**src/rtl/therm_pkg.sv**
```systemverilog
package therm_pkg;
  typedef enum logic {
    MODE_BOOST = 1'b0,
    MODE_REST  = 1'b1
  } heat_mode_e;
endpackage

```
**src/rtl/therm_node_cell.sv**
```systemverilog
module therm_node_cell #(
  parameter int TW = 8
) (
  input  logic          clk,
  input  logic          rst_n,
  input  logic          smp_vld,
  input  logic          rest_now,
  input  logic [TW-1:0] temp,
  input  logic [TW-1:0] lo_lim,
  input  logic [TW-1:0] hi_lim,
  input  logic [TW-1:0] trig_lvl,
  input  logic [TW-1:0] stop_lvl,
  input  logic [TW-1:0] hot_lim,
  input  logic          dc,
  output logic          req,
  output logic          below_hi,
  output logic          in_win,
  output logic          over_hot
);
  logic boosted_q, boosted_d;
  logic need_q, need_d;
  logic rest_want;

  always_comb begin
    in_win   = (temp >= lo_lim) && (temp <= hi_lim);
    below_hi = (temp < hi_lim);
    over_hot = (temp >= hot_lim);
    // rest hysteresis: set below trigger, clear at high limit
    if (dc)                  rest_want = 1'b0;
    else if (temp < trig_lvl) rest_want = 1'b1;
    else if (temp >= hi_lim)  rest_want = 1'b0;
    else                      rest_want = need_q;
    req = rest_now ? rest_want : (!dc && !boosted_q && (temp < stop_lvl));
  end

  always_comb begin
    boosted_d = boosted_q;
    need_d    = need_q;
    if (!rest_now && (temp >= stop_lvl)) boosted_d = 1'b1;
    if (rest_now) need_d = rest_want;
  end

  always_ff @(posedge clk or negedge rst_n) begin
    if (!rst_n) begin
      boosted_q <= 1'b0;
      need_q    <= 1'b0;
    end else if (smp_vld) begin
      boosted_q <= boosted_d;
      need_q    <= need_d;
    end
  end
endmodule

```
**src/rtl/therm_grant_arb.sv**
```systemverilog
module therm_grant_arb #(
  parameter int NMOD = 3,
  parameter int W    = 2,
  parameter int PW   = 4
) (
  input  logic [NMOD-1:0]         req,
  input  logic [NMOD-1:0]         gate,
  input  logic [NMOD-1:0][PW-1:0] prio,
  input  logic [NMOD-1:0]         held,
  output logic [NMOD-1:0]         grant
);
  logic [NMOD-1:0] keep;
  int              nkeep;
  int              free;
  int              best;
  logic [PW-1:0]   best_p;
  logic            found;

  always_comb begin
    keep  = held & req & gate;
    nkeep = 0;
    for (int m = 0; m < NMOD; m++) nkeep += int'(keep[m]);
    free   = W - nkeep;
    grant  = keep;
    best   = 0;
    best_p = '0;
    found  = 1'b0;
    // one selection round per free slot; strict compare keeps lower index on ties
    for (int r = 0; r < W; r++) begin
      found  = 1'b0;
      best   = 0;
      best_p = '0;
      for (int m = 0; m < NMOD; m++) begin
        if (req[m] && gate[m] && !grant[m] && (!found || (prio[m] > best_p))) begin
          found  = 1'b1;
          best   = m;
          best_p = prio[m];
        end
      end
      if (found && (r < free)) begin
        for (int m = 0; m < NMOD; m++) begin
          if (m == best) grant[m] = 1'b1;
        end
      end
    end
  end
endmodule

```
**src/rtl/therm_boost_rest_ctl.sv**
```systemverilog
module therm_boost_rest_ctl
  import therm_pkg::*;
#(
  parameter int NNODE = 6,
  parameter int NMOD  = 3,
  parameter int W     = 2,
  parameter int TW    = 8,
  parameter int PW    = 4,
  localparam int MW   = $clog2(NMOD + 1)
) (
  input  logic                     clk,
  input  logic                     rst_n,
  input  logic                     smp_vld,
  input  logic [NNODE-1:0][TW-1:0] temp,
  input  logic [NNODE-1:0][TW-1:0] lo_lim,
  input  logic [NNODE-1:0][TW-1:0] hi_lim,
  input  logic [NNODE-1:0][TW-1:0] trig_lvl,
  input  logic [NNODE-1:0][TW-1:0] stop_lvl,
  input  logic [TW-1:0]            hot_lim,
  input  logic [NNODE-1:0]         dont_care,
  input  logic [NNODE-1:0][MW-1:0] node_mod,
  input  logic [NNODE-1:0][PW-1:0] prio_wt,
  output logic [NMOD-1:0]          heat_en,
  output logic                     rest_mode
);
  heat_mode_e              mode_q, mode_d;
  logic [NMOD-1:0]         heat_q, heat_d;
  logic [NNODE-1:0]        nreq, nbelow, nwin, nhot;
  logic                    all_in, rest_now, overheat;
  logic [NMOD-1:0]         mreq, mgate, grant;
  logic [NMOD-1:0][PW-1:0] mprio;

  assign all_in   = &(nwin | dont_care);
  assign rest_now = (mode_q == MODE_REST) || all_in;
  assign overheat = |nhot;

  for (genvar g = 0; g < NNODE; g++) begin : g_node
    therm_node_cell #(.TW(TW)) u_cell (
      .clk      (clk),
      .rst_n    (rst_n),
      .smp_vld  (smp_vld),
      .rest_now (rest_now),
      .temp     (temp[g]),
      .lo_lim   (lo_lim[g]),
      .hi_lim   (hi_lim[g]),
      .trig_lvl (trig_lvl[g]),
      .stop_lvl (stop_lvl[g]),
      .hot_lim  (hot_lim),
      .dc       (dont_care[g]),
      .req      (nreq[g]),
      .below_hi (nbelow[g]),
      .in_win   (nwin[g]),
      .over_hot (nhot[g])
    );
  end

  // gather node requests, gate and weight per module
  always_comb begin
    for (int m = 0; m < NMOD; m++) begin
      mreq[m]  = 1'b0;
      mgate[m] = 1'b1;
      mprio[m] = '0;
      for (int i = 0; i < NNODE; i++) begin
        if (node_mod[i] == MW'(m)) begin
          if (nreq[i]) begin
            mreq[m] = 1'b1;
            if (prio_wt[i] > mprio[m]) mprio[m] = prio_wt[i];
          end
          if (rest_now && !nbelow[i]) mgate[m] = 1'b0;
        end
      end
    end
  end

  therm_grant_arb #(.NMOD(NMOD), .W(W), .PW(PW)) u_arb (
    .req   (mreq),
    .gate  (mgate),
    .prio  (mprio),
    .held  (heat_q),
    .grant (grant)
  );

  always_comb begin
    heat_d = overheat ? '0 : grant;
    mode_d = rest_now ? MODE_REST : mode_q;
  end

  always_ff @(posedge clk or negedge rst_n) begin
    if (!rst_n) begin
      heat_q <= '0;
      mode_q <= MODE_BOOST;
    end else if (smp_vld) begin
      heat_q <= heat_d;
      mode_q <= mode_d;
    end
  end

  assign heat_en   = heat_q;
  assign rest_mode = (mode_q == MODE_REST);
endmodule

```
**config.mk**
```make
export PLATFORM = sky130hd
export DESIGN_NAME = therm_boost_rest_ctl
export DESIGN_NICKNAME = d
export VERILOG_FILES = /design/src/rtl/therm_pkg.sv /design/src/rtl/therm_node_cell.sv /design/src/rtl/therm_grant_arb.sv /design/src/rtl/therm_boost_rest_ctl.sv
export SDC_FILE = /design/constraint.sdc
export NUM_CORES = 1
export LEC_CHECK = 0
export CORE_MARGIN = 1
export CORE_UTILIZATION = 40
export CTS_BUF_LIST = sky130_fd_sc_hd__clkbuf_8
export DETAILED_ROUTE_END_ITERATION = 8
export DONT_BUFFER_PORTS = 1
export RECOVER_POWER = 25
export SYNTH_ARGS = -nofsm -noshare
export SYNTH_HDL_FRONTEND = slang
export SYNTH_SLANG_ARGS = --single-unit
```
**constraint.sdc**
```tcl
create_clock -name clk -period 20.5 [get_ports clk]
set_input_delay 0 -clock clk [delete_from_list [all_inputs] [get_ports clk]]
set_output_delay 0 -clock clk [all_outputs]
set_load 0.005 [all_outputs]
```
==> run_results.csv <==
group,metric,value,unit
finish,nets,1931,
outcome,outcome,"finished clean",
global_route,grt_max_degree,18,
timing,hold_viol,0,
yosys,avgSynthCellArea,7.71,sq um
timing,finalMaxSlewViolations,0,
yosys,synth_warnings,0,
finish,syn_to_final_growth,4.64,%
floorplanning,initial_utilization,0.406,
floorplanning,dieWidth,162,um
floorplanning,die_height,162,um
power,seqPwrFrac,0.116,
floorplanning,boundaryPins,297,
yosys,async_flop_share,1.00,
place,place_congestion,0.944,
clock_tree,holdBufCountCts,2,
critical_path,cp-end-kind,"flip-flop",
yosys,yosysSeqAreaShare,0.0393,
critical_path,slowest_delay,690,ps
yosys,synthesis.nets,1929,
global_route,track_usage,0.251,
drt,drt-initial-drc-count,466,
timing,rsz0062_at_grt,"false",
critical_path,crit_fanout,17,
global_route,antenna_found_initial,0,
finish,drive_above_1_share,0.0431,
power,p_clk_frac,0.099,
place,dpl_cell_area,0.0106,sq mm
clock_tree,cts_num_sinks,16,
place,dp_hpwl,29.3,mm
yosys,synthTopCellsByArea,"ha_1 (38%), inv_1 (8.3%), a21oi_1 (4.5%), dfrtp_1 (3.9%), nor2b_1 (3.3%)",
timing,fmax,56.8,MHz
global_route,grt_pass1_vias,9639,
power,ir_drop,0.0237,mV
drt,via_per_inst,5.93,
critical_path,cp_slowest_cell,"nor3b_1",
critical_path,critPathRequiredTime,20650,ps
power,p_leak,5.39,nW
finish,postLayoutCoreUtil,0.425,
clock_tree,clock_latency,260,ps
clock_tree,path_clk_slew,80,ps
timing,timing.hold.ws,15.5,ps
clock_tree,cts_root_buf,"clkbuf_8",
timing,period_needed,17620,ps
finish,stdcell_count,1653,
clock_tree,cts_resized,0,
drt,wl_per_cell,20.0,um
finish,final_cell_mix,"ha_1 (313), inv_1 (225), a21oi_1 (92), o21ai_0 (64), nand2_1 (57)",
power,switching_share,0.487,
drt,drc,0,
place,place_inst,1647,
drt,finalWirelength,33.0,mm
clock_tree,htreeDepth,1,
finish,final_area,0.0107,sq mm
yosys,synth_cell_type_count,85,
timing,tns,0,ps
power,internal-power,0.160,mW
finish,fillers,2621,
clock_tree,cts_buffer_depth,2,
critical_path,critical_path_class,"primary input to flip-flop",
place,io_buffer_count,0,
clock_tree,cts_setup_buffers,0,
drt,ant_nets,0,
yosys,synth_edf_count,0,
clock_tree,cts_tree,"yes",
yosys,synth-seq-cells,16,
timing,setup_viol,0,
global_route,grt.overflow.total,0,
timing,period_share,0.860,
power,power.switching,0.152,mW
yosys,yosys.area.top_type,"ha_1",
drt,vias,9796,
timing,clock_skew,1.66,ps
yosys,synth_top_area_frac,0.384,
critical_path,cp-start-kind,"primary input",
yosys,syn_area,0.0102,sq mm
timing,worst_pin_slew,1140,ps
power,combPwrFrac,0.785,
drt,first_pass_iters,5,
min_path,min-delay-path-class,"primary input to flip-flop",
critical_path,cp.arrival,17770,ps
global_route,grt_pass1_wl,51.8,mm
floorplanning,rows,58,
floorplanning,core_area,0.0251,sq mm
clock_tree,numCtsBuffers,3,
finish,antenna_cells,0,
power,power.density,29.3,mW/mm^2
critical_path,cp_common_cell,"nor2b_1",
timing,max_slew_margin,0.235,
finish,final_common_cell,"ha_1",
yosys,synthCells,1322,
floorplanning,die_area,0.0261,sq mm
yosys,ys.flop_type,"dfrtp_1",
flow_run,drv_cap,0,
[routing by layer]
metal	track usage	share of wire	up-vias
met5	0	0	-
met4	0.0785	0.030	0
met3	0.0429	0.063	55
met2	0.433	0.46	358
met1	0.315	0.45	4481
li1	-	-	4902
[worst max-delay path: cells and delay by family]
kind | cells | cell delay [ps]
AO/OA/AOI/OAI | 44 | 8350
adder cells (fa/ha/maj) | 10 | 2350
buffers and inverters | 4 | 300
multiplexers | 4 | 1480
AND/OR/NAND/NOR | 29 | 5240
[power by group through the flow]
stage / registers, mW / logic (mW) / clock network (mW)
final: 0.0364 / 0.246 / 0.0309
after global routing: 0.0368 / 0.282 / 0.0343
after CTS: 0.0364 / 0.245 / 0.0329
after detailed placement: 0.0370 / 0.242 / 0
after global placement: 0.0370 / 0.237 / 0
after floorplan: 0.0364 / 0.188 / 0
[logic make-up after synthesis]
group | count (synthesis) | synth area share
adders and majority gates | 315 | 0.387
muxes | 27 | 0.0287
and+or+nand+nor | 324 | 0.173
buffers and inverters | 232 | 0.0860
DFF | 16 | 0.0393
AOI/OAI and AO/OA | 408 | 0.285
[state kept, by name, indices dropped and copies added, names as in the netlist]
register	cells
heat_en	3
g_node.u_cell.boosted_q	6
g_node.u_cell.need_q	6
rest_mode	1
[path summary, 6_finish.rpt]
| kind | start | end | slack [ps] | cells after the start |
|---|---|---|---|---|
| hold reg to reg | g_node[1].u_cell.boosted_q | g_node[1].u_cell.boosted_q | 470 | 1 |
| max in group asynchronous | rst_n | heat_en[1] | 19640 | 1 |
| min in group asynchronous | rst_n | g_node[2].u_cell.boosted_q | 310 | 1 |
| hold / removal | smp_vld | heat_en[1] | 20 | 2 |
| setup reg to reg | g_node[0].u_cell.need_q | heat_en[1] | 3230 | 86 |
| setup / recovery | hi_lim[41] | heat_en[1] | 2880 | 91 |
[cells in the mapped netlist (all sizes together) (9+ instances only)]
cell type	count
a2111oi	9
nand3	17
a21o	30
nand2	57
mux2i	12
mux2	15
nor2b	53
o22ai	13
ha	313
a31oi	9
a211oi	28
o21bai	12
nor3	22
inv	225
nand4	28
nor2	55
and3	9
and2	12
a41o	9
o21a	32
o211ai	15
a21oi	93
dfrtp	16
o21ai	67
nand2b	34
[per-stage QoR]
step	total power, mW	setup slack, ps
after floorplan	0.224	5080
after global placement	0.274	3300
after detailed placement	0.279	2980
after CTS	0.314	3190
after global routing	0.353	1430
final	0.313	2880
[area by class of cell]
cell class                      count  area, sq um  share of cell area
Clock buffer                        4         55.1             0.00516
Inverter                          225          845              0.0792
Multi-Input combinational cell   1074         8910               0.836
Sequential cell                    16          400              0.0375
Tap cell                          330          413              0.0387
Timing Repair Buffer                4         35.0             0.00329
Power figures use the tool's default switching activity.
